### src/rtl/opaddr_pkg.sv
package opaddr_pkg;

    typedef enum logic [1:0] {
        MODE_DIR = 2'b00,
        MODE_ABS = 2'b01,
        MODE_BIT = 2'b10,
        MODE_RSV = 2'b11
    } mode_e;

    typedef enum logic [1:0] {
        ST_IDLE = 2'b00,
        ST_LO   = 2'b01,
        ST_HI   = 2'b10,
        ST_DONE = 2'b11
    } state_e;

endpackage

### src/rtl/opaddr_pc_inc.sv
module opaddr_pc_inc #(
    parameter int AW = 16
) (
    input  logic [AW-1:0] pc_i,
    output logic [AW-1:0] pc_o
);
    localparam logic [AW-1:0] ONE = AW'(1);

    always_comb begin
        pc_o = pc_i + ONE;
    end
endmodule

### src/rtl/opaddr_form.sv
module opaddr_form
    import opaddr_pkg::*;
#(
    parameter int AW = 16,
    parameter int DW = 8,
    localparam int BW = $clog2(DW)
) (
    input  mode_e         mode_i,
    input  logic          dp_i,
    input  logic [DW-1:0] lo_i,
    input  logic [DW-1:0] hi_i,
    output logic [AW-1:0] ea_o,
    output logic [BW-1:0] bit_o
);
    localparam int            LW        = AW - BW;
    localparam logic [AW-1:0] PAGE_STEP = AW'(1) << DW;
    localparam logic [AW-1:0] LOW_MASK  = (AW'(1) << LW) - AW'(1);

    logic [AW-1:0] word;
    logic [AW-1:0] page_ea;

    always_comb begin
        word    = AW'({hi_i, lo_i});
        page_ea = AW'(lo_i) + (dp_i ? PAGE_STEP : '0);
        ea_o    = word;
        bit_o   = '0;
        case (mode_i)
            MODE_DIR: ea_o = page_ea;
            MODE_BIT: begin
                ea_o  = word & LOW_MASK;
                bit_o = word[AW-1 -: BW];
            end
            default:  ea_o = word;
        endcase
    end
endmodule

### src/rtl/opaddr_seq.sv
module opaddr_seq
    import opaddr_pkg::*;
#(
    parameter int AW = 16,
    parameter int DW = 8
) (
    input  logic          clk,
    input  logic          rst_n,
    input  logic          start_i,
    input  mode_e         mode_i,
    input  logic [AW-1:0] pc_i,
    input  logic          dp_i,
    input  logic          rvalid_i,
    input  logic [DW-1:0] rdata_i,
    output logic          mem_req_o,
    output logic [AW-1:0] mem_addr_o,
    output logic          done_o,
    output logic          busy_o,
    output mode_e         mode_o,
    output logic          dp_o,
    output logic [DW-1:0] lo_o,
    output logic [DW-1:0] hi_o,
    output logic [AW-1:0] pc_o
);
    typedef struct packed {
        state_e        state;
        mode_e         mode;
        logic          dp;
        logic [AW-1:0] pc;
        logic [DW-1:0] lo;
        logic [DW-1:0] hi;
    } seq_t;

    localparam seq_t SEQ_RST = '{
        state: ST_IDLE, mode: MODE_DIR, dp: 1'b0,
        pc: '0, lo: '0, hi: '0
    };

    seq_t          seq_d, seq_q;
    logic [AW-1:0] pc_next;
    logic          fetching;

    opaddr_pc_inc #(.AW(AW)) u_pc_inc (
        .pc_i (seq_q.pc),
        .pc_o (pc_next)
    );

    always_comb begin
        fetching = (seq_q.state == ST_LO) || (seq_q.state == ST_HI);
        seq_d    = seq_q;
        case (seq_q.state)
            ST_IDLE: begin
                if (start_i) begin
                    seq_d.state = ST_LO;
                    seq_d.mode  = mode_i;
                    seq_d.dp    = dp_i;
                    seq_d.pc    = pc_i;
                    seq_d.lo    = '0;
                    seq_d.hi    = '0;
                end
            end
            ST_LO: begin
                if (rvalid_i) begin
                    seq_d.lo    = rdata_i;
                    seq_d.pc    = pc_next;
                    seq_d.state = (seq_q.mode == MODE_DIR) ? ST_DONE : ST_HI;
                end
            end
            ST_HI: begin
                if (rvalid_i) begin
                    seq_d.hi    = rdata_i;
                    seq_d.pc    = pc_next;
                    seq_d.state = ST_DONE;
                end
            end
            default: seq_d.state = ST_IDLE;
        endcase
    end

    always_ff @(posedge clk) begin
        if (!rst_n) seq_q <= SEQ_RST;
        else        seq_q <= seq_d;
    end

    assign mem_req_o  = fetching;
    assign mem_addr_o = seq_q.pc;
    assign done_o     = (seq_q.state == ST_DONE);
    assign busy_o     = (seq_q.state != ST_IDLE);
    assign mode_o     = seq_q.mode;
    assign dp_o       = seq_q.dp;
    assign lo_o       = seq_q.lo;
    assign hi_o       = seq_q.hi;
    assign pc_o       = seq_q.pc;


    req_hold_chk: assert property (@(posedge clk) disable iff (!rst_n)
        (mem_req_o && !rvalid_i) |=> (mem_req_o && $stable(mem_addr_o)));


    done_pulse_chk: assert property (@(posedge clk) disable iff (!rst_n)
        done_o |=> (!done_o && !busy_o));


    pc_step_chk: assert property (@(posedge clk) disable iff (!rst_n)
        (mem_req_o && rvalid_i) |=> (pc_o == $past(mem_addr_o) + AW'(1)));


    busy_ignore_chk: assert property (@(posedge clk) disable iff (!rst_n)
        busy_o |=> ($stable(mode_o) && $stable(dp_o)));


    idle_quiet_chk: assert property (@(posedge clk) disable iff (!rst_n)
        (!mem_req_o && !busy_o) |=> ($stable(lo_o) && $stable(pc_o) || busy_o));
endmodule

### src/rtl/opaddr_gen.sv
module opaddr_gen
    import opaddr_pkg::*;
#(
    parameter int AW = 16,
    parameter int DW = 8,
    localparam int BW = $clog2(DW)
) (
    input  logic          clk,
    input  logic          rst_n,
    input  logic          req_valid,
    input  logic [1:0]    req_mode,
    input  logic [AW-1:0] pc_in,
    input  logic          dp_flag,
    output logic          busy,
    output logic          mem_req,
    output logic [AW-1:0] mem_addr,
    input  logic          mem_rvalid,
    input  logic [DW-1:0] mem_rdata,
    output logic          done,
    output logic [AW-1:0] ea_out,
    output logic [BW-1:0] bit_idx,
    output logic [AW-1:0] pc_out
);
    localparam int            LW       = AW - BW;
    localparam logic [AW-1:0] PAGE_END = AW'(1) << (DW + 1);

    mode_e         mode_q;
    logic          dp_q;
    logic [DW-1:0] lo_q;
    logic [DW-1:0] hi_q;

    opaddr_seq #(.AW(AW), .DW(DW)) u_seq (
        .clk        (clk),
        .rst_n      (rst_n),
        .start_i    (req_valid),
        .mode_i     (mode_e'(req_mode)),
        .pc_i       (pc_in),
        .dp_i       (dp_flag),
        .rvalid_i   (mem_rvalid),
        .rdata_i    (mem_rdata),
        .mem_req_o  (mem_req),
        .mem_addr_o (mem_addr),
        .done_o     (done),
        .busy_o     (busy),
        .mode_o     (mode_q),
        .dp_o       (dp_q),
        .lo_o       (lo_q),
        .hi_o       (hi_q),
        .pc_o       (pc_out)
    );

    opaddr_form #(.AW(AW), .DW(DW)) u_form (
        .mode_i (mode_q),
        .dp_i   (dp_q),
        .lo_i   (lo_q),
        .hi_i   (hi_q),
        .ea_o   (ea_out),
        .bit_o  (bit_idx)
    );


    bit_range_chk: assert property (@(posedge clk) disable iff (!rst_n)
        (done && mode_q == MODE_BIT) |-> (ea_out[AW-1:LW] == '0));


    bit_zero_chk: assert property (@(posedge clk) disable iff (!rst_n)
        (done && mode_q != MODE_BIT) |-> (bit_idx == '0));


    page_range_chk: assert property (@(posedge clk) disable iff (!rst_n)
        (done && mode_q == MODE_DIR) |-> (ea_out < PAGE_END));


    reset_idle_chk: assert property (@(posedge clk)
        !rst_n |=> (!busy && !mem_req && !done));
endmodule

### config.mk
export PLATFORM = sky130hd
export DESIGN_NAME = opaddr_gen
export DESIGN_NICKNAME = d
export VERILOG_FILES = /design/src/rtl/opaddr_pkg.sv /design/src/rtl/opaddr_pc_inc.sv /design/src/rtl/opaddr_form.sv /design/src/rtl/opaddr_seq.sv /design/src/rtl/opaddr_gen.sv
export SDC_FILE = /design/constraint.sdc
export NUM_CORES = 1
export LEC_CHECK = 0
export BUFFER_PORTS_ARGS = -buffer_cell sky130_fd_sc_hd__buf_2
export CORE_UTILIZATION = 47
export DETAILED_ROUTE_END_ITERATION = 7
export GPL_TIMING_DRIVEN = 0
export PLACE_DENSITY = 0.81
export SLEW_MARGIN = 30
export SYNTH_ARGS = -nofsm -noshare
export SYNTH_HDL_FRONTEND = slang
export SYNTH_HIERARCHICAL = 1
export SYNTH_SLANG_ARGS = --single-unit
### constraint.sdc
create_clock -name clk -period 1.7 [get_ports clk]
set_input_delay 0.34 -clock clk [delete_from_list [all_inputs] [get_ports clk]]
set_output_delay 0.34 -clock clk [all_outputs]
set_load 0.01 [all_outputs]
==> results of run 1 <==
## power groups by stage
stage                     Combinational [mW]  Sequential, mW  Clock, mW
after global placement                  2.16            1.24          0
after floorplan                         1.67            1.19          0
after global routing                    2.80            1.29      0.816
after detailed placement                2.21            1.25          0
final                                   2.60            1.27      0.761
after CTS                               2.42            1.26      0.761
## worst paths after layout
check | start | end | slack, ns
hold reg to reg | u_seq/dp_o | u_seq/dp_o | 0.46
setup reg to reg | u_seq/mem_addr_o[1] | u_seq/mem_addr_o[9] | -0.20
hold / removal | dp_flag | u_seq/dp_o | 0.29
setup / recovery | u_seq/mem_addr_o[1] | u_seq/mem_addr_o[9] | -0.20
## registers in the layout, summed over array words and instances (netlist names)
| register | cells |
|---|---|
| u_seq/dp_o | 1 |
| u_seq/hi_o | 8 |
| u_seq/lo_o | 8 |
| u_seq/mem_addr_o | 16 |
| u_seq/mode_o | 2 |
| u_seq/seq_q | 2 |
## logic make-up after synthesis
kind of cell             after synthesis  share of synthesized area, %
AO/OA/AOI/OAI                         89                          21.8
XOR/XNOR                              14                          4.39
adder cells (fa/ha/maj)                6                          2.69
buffers and inverters                 95                          22.8
flip-flops                            37                          26.5
multiplexers                           3                          1.25
AND/OR/NAND/NOR                       96                          20.5
## cells in the final DEF (no fill, tap or decap), drive strengths merged, types with 9 or more instances in the layout
master and n:
buf 166, dfxtp 37, a21oi 36, nand2 24, nand4 20, clkbuf 19, o21ai 17, nand3b 17
a2111o 16, o31ai 16, xor2 9
## timing repair
| action | CTS | global route |
|---|---|---|
| resized for setup | 53 | 32 |
| hold endpoints to repair | 0 | 0 |
| pin swaps | 17 | 14 |
| setup endpoints to repair | 34 | 31 |
| setup buffers | 8 | 2 |
## cell type report
class / count / share of cell area [%]
tap: 72 / 2.37
clock inverter: 1 / 0.197
timing repair buffer: 93 / 13.6
buffer: 85 / 16.1
sequential: 37 / 20.7
clock buffer: 7 / 2.83
inverter: 8 / 0.788
multi-input combinational: 208 / 43.5
## layer usage
layer	track usage [%]	vias up	routed length (um)
met3	5.06	22	606
li1	-	1360	-
met4	9.82	0	204
met2	42.1	153	3970
met1	32.1	1363	3270
met5	0	-	0
## worst max-delay path: stages, from the launching register on
cell,delay [ns]
dfxtp_4,0.38
buf_12,0.11
nand4_1,0.12
buf_6,0.17
nor3_4,0.16
xor2_1,0.23
nand2_1,0.11
a2111o_1,0.40
a21oi_2,0.14
==> impl_metrics.env, run 1 <==
export IMPL_drt_iter0_drc=228
export IMPL_async_reset_ff_share_pct=0
export IMPL_run_status="finished, violations left"
export IMPL_worst_setup_path_type="reg2reg"
export IMPL_syn_inst=340
export IMPL_hpwl_mm=5.30
export IMPL_synth_seq_cells=37
export IMPL_cts_max_path_buffers=2
export IMPL_power_mw=4.63
export IMPL_antenna_found_initial=0
export IMPL_synthTopCellsByCount="buf_4 (61), dfxtp_1 (37), a21oi_1 (36)"
export IMPL_synth_edf_count=0
export IMPL_finalHoldViolCount=0
export IMPL_whs_ns=0.289
export IMPL_violations="negative setup slack"
export IMPL_post_synth_top_count_cell="buf_4"
export IMPL_p_int_mw=2.72
export IMPL_switching_share_pct=41.3
export IMPL_vias_per_cell=5.67
export IMPL_cts_clk_slew_worst_paths_ns=0.08
export IMPL_pwr_share_clk_pct=16.4
export IMPL_fmax_mhz=526
export IMPL_ys_flop_type="dfxtp_1"
export IMPL_grt_max_degree=13
export IMPL_syn_nets=377
export IMPL_synth_top_cell_area_share_pct=26.5
export IMPL_worstHoldPathCells=3
export IMPL_final_antenna_net_count=0
export IMPL_place_area_um2=3350
export IMPL_finalNonFillerCells=511
export IMPL_grt_first_pass_wirelength_mm=12.2
export IMPL_htree_num_levels=2
export IMPL_regArea_um2=787
export IMPL_die_y_um=79.1
export IMPL_startpoint_type="flop"
export IMPL_fin_skew_ns=0.00271
export IMPL_avgRoutedWirePerCell_um=15.7
export IMPL_dr_pass1_iters=7
export IMPL_required_ns=1.92
export IMPL_rows=27
export IMPL_postLayoutCellArea_um2=3810
export IMPL_dp_slack_ns=-0.348
export IMPL_cts_buffers=5
export IMPL_grt_ovfl_total=0
export IMPL_seq_power_share_pct=27.4
export IMPL_cts_tree="done"
export IMPL_final_util_pct=67.9
export IMPL_ys_top_cells_by_area="dfxtp_1 (27%), buf_4 (16%), a21oi_1 (6.5%)"
export IMPL_grt_pass1_vias=2581
export IMPL_cts_sink_count=37
export IMPL_routabilityCongestion=0.893
export IMPL_crit_path_max_fanout=5
export IMPL_fin_crit_ns=1.90
export IMPL_io_buffer_count=83
export IMPL_hold_buffers=0
export IMPL_p_leak_nw=1.82
export IMPL_via_count=2898
export IMPL_yosysSeqAreaShare_pct=26.5
export IMPL_drv_cap=0
export IMPL_tightest_slew_ns=0.665
export IMPL_max_slew_margin_rel_pct=55.6
export IMPL_fin_nets=475
export IMPL_yosysUniqueCellTypes=36
export IMPL_end_kind="flop"
export IMPL_die_width_um=79.1
export IMPL_drive_above_1_share_pct=54.7
export IMPL_insertion_delay_ns=0.30
export IMPL_netlist_area_um2=2790
export IMPL_nFillCells=445
export IMPL_area_growth_pct=36.4
export IMPL_antennaDiodeCount=0
export IMPL_power_density_nw_per_um2=1220
export IMPL_rr_worst_depth=8
export IMPL_hold_path_class="in2reg"
export IMPL_root_buffer="clkbuf_8"
export IMPL_final_setup_viol_count=12
export IMPL_fin_crit_sh_pct=112
export IMPL_postRouteWirelength_mm=8.05
export IMPL_io_pins=85
export IMPL_start_util_pct=49.8
export IMPL_ir_drop_uv=656
export IMPL_combPwrFrac_pct=56.2
export IMPL_drc=0
export IMPL_slew_viol_final=0
export IMPL_setup_slack_ns=-0.200
export IMPL_post_place_cells=495
export IMPL_tns_ns=-0.850
export IMPL_ys_warn_count=6
export IMPL_critPathArrivalTime_ns=2.12
export IMPL_die_area_um2=6250
export IMPL_core_um2=5610
export IMPL_grtUsageTotal_pct=25.3
export IMPL_multi_input_area_um2=1660
export IMPL_synth_top_cell_by_area="dfxtp_1"
export IMPL_power_switching_mw=1.91
export IMPL_rsz0062_at_grt="yes"
export IMPL_postSynthAreaPerCell_um2=8.21
Power figures use the tool's default switching activity.
==> inputs of run 2 (changes only) <==
--- a/config.mk
+++ b/config.mk
@@ -6,12 +6,11 @@
 export NUM_CORES = 1
 export LEC_CHECK = 0
 export BUFFER_PORTS_ARGS = -buffer_cell sky130_fd_sc_hd__buf_2
-export CORE_UTILIZATION = 47
+export CORE_UTILIZATION = 45
 export DETAILED_ROUTE_END_ITERATION = 7
 export GPL_TIMING_DRIVEN = 0
-export PLACE_DENSITY = 0.81
+export PLACE_DENSITY = 0.8
 export SLEW_MARGIN = 30
 export SYNTH_ARGS = -nofsm -noshare
 export SYNTH_HDL_FRONTEND = slang
-export SYNTH_HIERARCHICAL = 1
 export SYNTH_SLANG_ARGS = --single-unit
==> run 2 against run 1 <==
The flow still finishes with violations (negative setup slack). Die area decreased by 8.9%. Synthesized cell count decreased by 13%. Flip-flop and latch count unchanged. Clock-buffer cell count unchanged. Final cell count decreased by 8.0%. Fmax increased by 6.4%. Area after synthesis decreased by 13%. Via count decreased by 15%. Total power increased by 9.1%. Combinational power increased by 18%. Critical path type unchanged. Largest power group unchanged.
==> impl_metrics.env, run 2 <==
export IMPL_netlist_area_um2=2430
export IMPL_cts_max_path_buffers=2
export IMPL_root_buffer="clkbuf_8"
export IMPL_combPwrFrac_pct=61.0
export IMPL_start_util_pct=47.3
export IMPL_postLayoutCellArea_um2=3290
export IMPL_hold_path_class="in2reg"
export IMPL_final_util_pct=63.9
export IMPL_end_kind="flop"
export IMPL_tightest_slew_ns=0.668
export IMPL_startpoint_type="flop"
export IMPL_power_density_nw_per_um2=1540
export IMPL_yosysSeqAreaShare_pct=30.5
export IMPL_htree_num_levels=2
export IMPL_pwr_share_clk_pct=13.4
export IMPL_hpwl_mm=4.46
export IMPL_nFillCells=448
export IMPL_ys_flop_type="dfxtp_1"
export IMPL_cts_sink_count=37
export IMPL_seq_power_share_pct=25.6
export IMPL_syn_inst=295
export IMPL_ir_drop_uv=929
export IMPL_worst_setup_path_type="reg2reg"
export IMPL_synth_edf_count=0
export IMPL_yosysUniqueCellTypes=48
export IMPL_slew_viol_final=0
export IMPL_power_switching_mw=2.09
export IMPL_finalHoldViolCount=0
export IMPL_place_area_um2=2950
export IMPL_drv_cap=0
export IMPL_grtUsageTotal_pct=22.0
export IMPL_max_slew_margin_rel_pct=55.4
export IMPL_ys_top_cells_by_area="dfxtp_1 (30%), buf_4 (12%), nand2_1 (4.3%)"
export IMPL_post_place_cells=447
export IMPL_die_y_um=75.5
export IMPL_core_um2=5140
export IMPL_required_ns=1.91
export IMPL_dr_pass1_iters=4
export IMPL_fin_skew_ns=0.00660
export IMPL_p_leak_nw=1.51
export IMPL_cts_clk_slew_worst_paths_ns=0.08
export IMPL_synth_top_cell_area_share_pct=30.5
export IMPL_finalNonFillerCells=470
export IMPL_via_count=2470
export IMPL_cts_buffers=5
export IMPL_insertion_delay_ns=0.28
export IMPL_synth_top_cell_by_area="dfxtp_1"
export IMPL_p_int_mw=2.96
export IMPL_vias_per_cell=5.26
export IMPL_drt_iter0_drc=178
export IMPL_synth_seq_cells=37
export IMPL_syn_nets=332
export IMPL_drc=0
export IMPL_async_reset_ff_share_pct=0
export IMPL_fin_crit_ns=1.79
export IMPL_post_synth_top_count_cell="buf_4"
export IMPL_cts_tree="done"
export IMPL_switching_share_pct=41.3
export IMPL_ys_warn_count=0
export IMPL_die_width_um=75.5
export IMPL_rsz0062_at_grt="yes"
export IMPL_run_status="finished, violations left"
export IMPL_final_setup_viol_count=10
export IMPL_antenna_found_initial=0
export IMPL_die_area_um2=5700
export IMPL_grt_pass1_vias=2061
export IMPL_rows=26
export IMPL_grt_max_degree=12
export IMPL_antennaDiodeCount=0
export IMPL_synthTopCellsByCount="buf_4 (40), dfxtp_1 (37), nand2_1 (28)"
export IMPL_setup_slack_ns=-0.0866
export IMPL_io_buffer_count=82
export IMPL_area_growth_pct=35.3
export IMPL_grt_ovfl_total=0
export IMPL_fin_crit_sh_pct=105
export IMPL_hold_buffers=0
export IMPL_violations="negative setup slack"
export IMPL_postRouteWirelength_mm=6.51
export IMPL_largest_register_ff_count=16
export IMPL_io_pins=85
export IMPL_critPathArrivalTime_ns=1.99
export IMPL_postSynthAreaPerCell_um2=8.24
export IMPL_fin_nets=436
export IMPL_grt_first_pass_wirelength_mm=9.61
export IMPL_final_cell_mix="buf_2 (84), buf_4 (58), dfxtp_1 (33)"
export IMPL_dp_slack_ns=-0.219
export IMPL_avgRoutedWirePerCell_um=13.8
export IMPL_fmax_mhz=560
export IMPL_final_antenna_net_count=0
export IMPL_crit_path_max_fanout=5
export IMPL_drive_above_1_share_pct=47.5
export IMPL_final_common_cell="buf_2"
export IMPL_routabilityCongestion=0.791
## run 2: cell types whose count changed in the layout (fill, tap and decap cells not counted), sizes merged, moves of 6 or more
cell / delta
o31ai: -15
a21oi: -19
a22oi: +8
nand3b: -16
a2111o: -16
mux2i: +6
and2: +7
xor2: -9
nor2: +7
o21ai: -9
nand4: -6
buf: -19
a31oi: +6
## run 2: metrics by stage
stage / TNS, ns / hold slack (ns) / total power, mW
finish: -0.227 / 0.301 / 5.05
CTS: -0.0276 / 0.304 / 4.73
global route: -1.06 / 0.312 / 5.36
floorplan: -0.364 / 0.432 / 3.20
detailed placement: -3.15 / 0.446 / 3.87
global placement: -2.38 / 0.440 / 3.81
## run 2: layout make-up
class                           instances  area (um^2)  share of cell area (%)
Tap cell                               70         87.6                    2.66
Timing Repair Buffer                  100          546                    16.6
Clock inverter                          1         5.00                   0.152
Sequential cell                        37          751                    22.8
Multi-Input combinational cell        190         1350                    41.0
Inverter                               10         42.5                    1.29
Clock buffer                            7         96.3                    2.93
Buffer                                 55          412                    12.5
## run 2: cell families (layout without fill, tap and decap cells)
family	Yosys count	count (layout)	synth area share, %
simple gates	110	110	24.7
buf+inv	68	173	19.1
compound gates	62	62	17.5
flops	37	37	30.5
mux	12	12	5.15
fa+ha+maj	6	6	3.09
## run 2: power by group through the flow
stage,sequential (mW),clock [mW],combinational [mW]
2_1_floorplan,1.22,0,1.98
3_3_place_gp,1.27,0,2.53
3_5_place_dp,1.29,0,2.58
4_1_cts,1.29,0.679,2.77
5_1_grt,1.33,0.712,3.32
6_report,1.29,0.679,3.08
## run 2: path summary, 6_finish.rpt
kind	start	endpoint	slack (ns)	cells after the start
hold / removal	req_mode[1]	u_seq.mode_o[1]	0.30	3
setup reg to reg	u_seq.seq_q[36]	u_seq.mem_addr_o[13]	-0.09	7
hold reg to reg	u_seq.lo_o[4]	u_seq.lo_o[4]	0.45	2
setup / recovery	u_seq.seq_q[36]	u_seq.mem_addr_o[13]	-0.09	7
## run 2: worst max-delay path, stage by stage (launching register included)
cell and delay (ns):
dfxtp_4 0.39, inv_4 0.05, ha_4 0.15, o21ba_4 0.23, nor3_4 0.26, buf_4 0.16, mux2_4 0.30, o221ai_2 0.16
## run 2: routing by layer
| layer | vias to the layer above | track usage [%] | part of all wire, % |
|---|---|---|---|
| met5 | - | 0 | 0 |
| met4 | 0 | 6.58 | 1.8 |
| li1 | 1213 | - | - |
| met3 | 11 | 3.57 | 6.7 |
| met2 | 102 | 34.4 | 48 |
| met1 | 1144 | 31.3 | 44 |
## run 2: what timing repair did
item	4_1_cts	5_1_grt
cloned	1	0
endpoints found under the setup margin	32	25
buffers inserted	8	9
gates resized for setup	15	23
pin swaps	5	9
hold endpoints to repair	0	0
==> inputs of run 3 (changes only) <==
--- a/config.mk
+++ b/config.mk
@@ -10,6 +10,7 @@
 export DETAILED_ROUTE_END_ITERATION = 7
 export GPL_TIMING_DRIVEN = 0
 export PLACE_DENSITY = 0.8
+export SKIP_LAST_GASP = 1
 export SLEW_MARGIN = 30
 export SYNTH_ARGS = -nofsm -noshare
 export SYNTH_HDL_FRONTEND = slang
==> run 3 against run 2 <==
The flow still finishes with violations (negative setup slack). Utilization about the same. First-iteration DRC count decreased by 3.4%. Fmax decreased by 0.16%. Flip-flop and latch count unchanged. Sequential share of layout area about the same. Clock-buffer cell count unchanged. Largest cell class unchanged. Clock skew increased by 0.00079 ns. Largest power group unchanged. Total power decreased by 0.11%. Highest routed layer unchanged. Final cell count unchanged. Register-to-register slack about the same.
==> impl_metrics.env, run 3 (synthesized netlist as in run 2, its figures left out) <==
export IMPL_routabilityCongestion=0.791
export IMPL_die_area_um2=5700
export IMPL_ir_drop_uv=936
export IMPL_root_buffer="clkbuf_8"
export IMPL_place_area_um2=2950
export IMPL_fin_nets=436
export IMPL_power_density_nw_per_um2=1540
export IMPL_via_count=2465
export IMPL_cts_tree="done"
export IMPL_r2r_end="u_seq.mem_addr_o[13]"
export IMPL_largest_register_ff_count=16
export IMPL_whs_ns=0.301
export IMPL_pwr_share_clk_pct=13.4
export IMPL_hold_end="u_seq.mode_o[1]"
export IMPL_setup_slack_ns=-0.0895
export IMPL_hpwl_mm=4.46
export IMPL_final_cell_mix="buf_2 (84), buf_4 (58), dfxtp_1 (33)"
export IMPL_tightest_slew_ns=0.687
export IMPL_rows=26
export IMPL_post_place_cells=447
export IMPL_crit_path_max_fanout=5
export IMPL_die_y_um=75.5
export IMPL_area_growth_pct=35.2
export IMPL_antenna_found_initial=0
export IMPL_combPwrFrac_pct=60.9
export IMPL_fin_crit_ns=1.79
export IMPL_hold_path_class="in2reg"
export IMPL_worstHoldPathCells=3
export IMPL_fmax_mhz=559
export IMPL_tns_ns=-0.228
export IMPL_die_width_um=75.5
export IMPL_grt_pass1_vias=2061
export IMPL_end_kind="flop"
export IMPL_cts_buffers=5
export IMPL_r2r_start="u_seq.seq_q[36]"
export IMPL_io_pins=85
export IMPL_dr_pass1_iters=5
export IMPL_required_ns=1.91
export IMPL_dp_slack_ns=-0.219
export IMPL_antennaDiodeCount=0
export IMPL_grt_first_pass_wirelength_mm=9.61
export IMPL_min_from="req_mode[1]"
export IMPL_final_common_cell="buf_2"
export IMPL_cts_clk_slew_worst_paths_ns=0.08
export IMPL_vias_per_cell=5.24
export IMPL_worst_setup_path_type="reg2reg"
export IMPL_max_slew_margin_rel_pct=54.2
export IMPL_crit_family="flip-flops"
export IMPL_postRouteWirelength_mm=6.50
export IMPL_fin_skew_ns=0.00738
export IMPL_drv_cap=0
export IMPL_hold_buffers=0
export IMPL_start_util_pct=47.3
export IMPL_ff2ff_setup_slack_ns=-0.09
export IMPL_drive_above_1_share_pct=47.3
export IMPL_final_antenna_net_count=0
export IMPL_critPathArrivalTime_ns=2.00
export IMPL_insertion_delay_ns=0.28
export IMPL_p_int_mw=2.96
export IMPL_run_status="finished, violations left"
export IMPL_cts_max_path_buffers=2
export IMPL_rsz0062_at_grt="yes"
export IMPL_path_cells="inv_4 > ha_4 > o21ba_4 > nor3_4 > buf_4 > mux2_4 > o221ai_2"
export IMPL_drt_iter0_drc=172
export IMPL_grtUsageTotal_pct=22.0
export IMPL_power_switching_mw=2.09
export IMPL_avgRoutedWirePerCell_um=13.8
export IMPL_grt_max_degree=12
export IMPL_violations="negative setup slack"
export IMPL_fin_crit_sh_pct=105
export IMPL_slew_viol_final=0
export IMPL_path_buf_inv=2
export IMPL_rr_worst_depth=7
export IMPL_startpoint_type="flop"
export IMPL_postLayoutCellArea_um2=3290
export IMPL_io_buffer_count=82
export IMPL_cp_slowest_stage_delay_ns=0.39
export IMPL_core_um2=5140
export IMPL_drc=0
export IMPL_switching_share_pct=41.4
export IMPL_htree_num_levels=2
export IMPL_seq_power_share_pct=25.6
export IMPL_finalHoldViolCount=0
export IMPL_grt_ovfl_total=0
export IMPL_cts_sink_count=37
export IMPL_finalNonFillerCells=470
export IMPL_final_setup_viol_count=10
export IMPL_slowest_stage="dfxtp_4"
export IMPL_p_leak_nw=1.51
-- run 3: how the worst max path moves through the flow --
| stage | from | end | slack (ns) | depth (start not counted) |
|---|---|---|---|---|
| 6_report | u_seq.seq_q[36] | u_seq.mem_addr_o[13] | -0.09 | 7 |
| 5_1_grt | u_seq.seq_q[36] | u_seq.mem_addr_o[13] | -0.14 | 7 |
| 4_1_cts | u_seq.seq_q[35] | u_seq.mem_addr_o[15] | -0.03 | 7 |
| 3_5_place_dp | u_seq.seq_q[36] | u_seq.mem_addr_o[15] | -0.22 | 8 |
| 3_3_place_gp | u_seq.seq_q[36] | u_seq.mem_addr_o[14] | -0.22 | 8 |
| 2_1_floorplan | u_seq.seq_q[36] | u_seq.mem_addr_o[1] | -0.07 | 9 |
-- run 3: timing repair --
| item | in CTS | in global routing |
|---|---|---|
| buffers inserted | 8 | 9 |
| endpoints found under the setup margin | 32 | 25 |
| gates resized for setup | 15 | 20 |
| pin swaps | 5 | 9 |
| gates cloned | 1 | 0 |
-- run 3: per-layer routing --
metal	routed length (um)	track usage, %	part of all wire, %	vias to the layer above
met4	104	6.58	1.6	0
met1	2870	31.3	44	1144
met5	0	0	0	-
li1	-	-	-	1209
met2	3070	34.4	47	103
met3	456	3.57	7.0	9
-- run 3: final cells by class --
type	instances	area, um^2
Inverter	10	42.5
Clock inverter	1	5.00
Timing Repair Buffer	100	546
Buffer	55	410
Sequential cell	37	751
Multi-Input combinational cell	190	1350
Clock buffer	7	96.3
Tap cell	70	87.6
Fill cell	448	1850
-- run 3: power by group through the flow --
stage | Sequential [mW] | Combinational (mW) | Clock, mW
after global routing | 1.33 | 3.32 | 0.712
after floorplan | 1.22 | 1.98 | 0
final | 1.29 | 3.07 | 0.678
after detailed placement | 1.29 | 2.58 | 0
after CTS | 1.29 | 2.77 | 0.679
after global placement | 1.27 | 2.53 | 0
-- run 3: worst min-delay path, delay by kind of cell --
family	cells	cell delay, ns
buffers and inverters	1	0.10
AND/OR/NAND/NOR	1	0.05
AO/OA/AOI/OAI	1	0.05
-- run 3: per-stage QoR --
stage	utilization (%)	power (mW)
floorplan	-	3.20
global placement	57.4	3.81
detailed placement	57.4	3.87
CTS	61.1	4.73
global route	63.9	5.35
finish	63.9	5.05
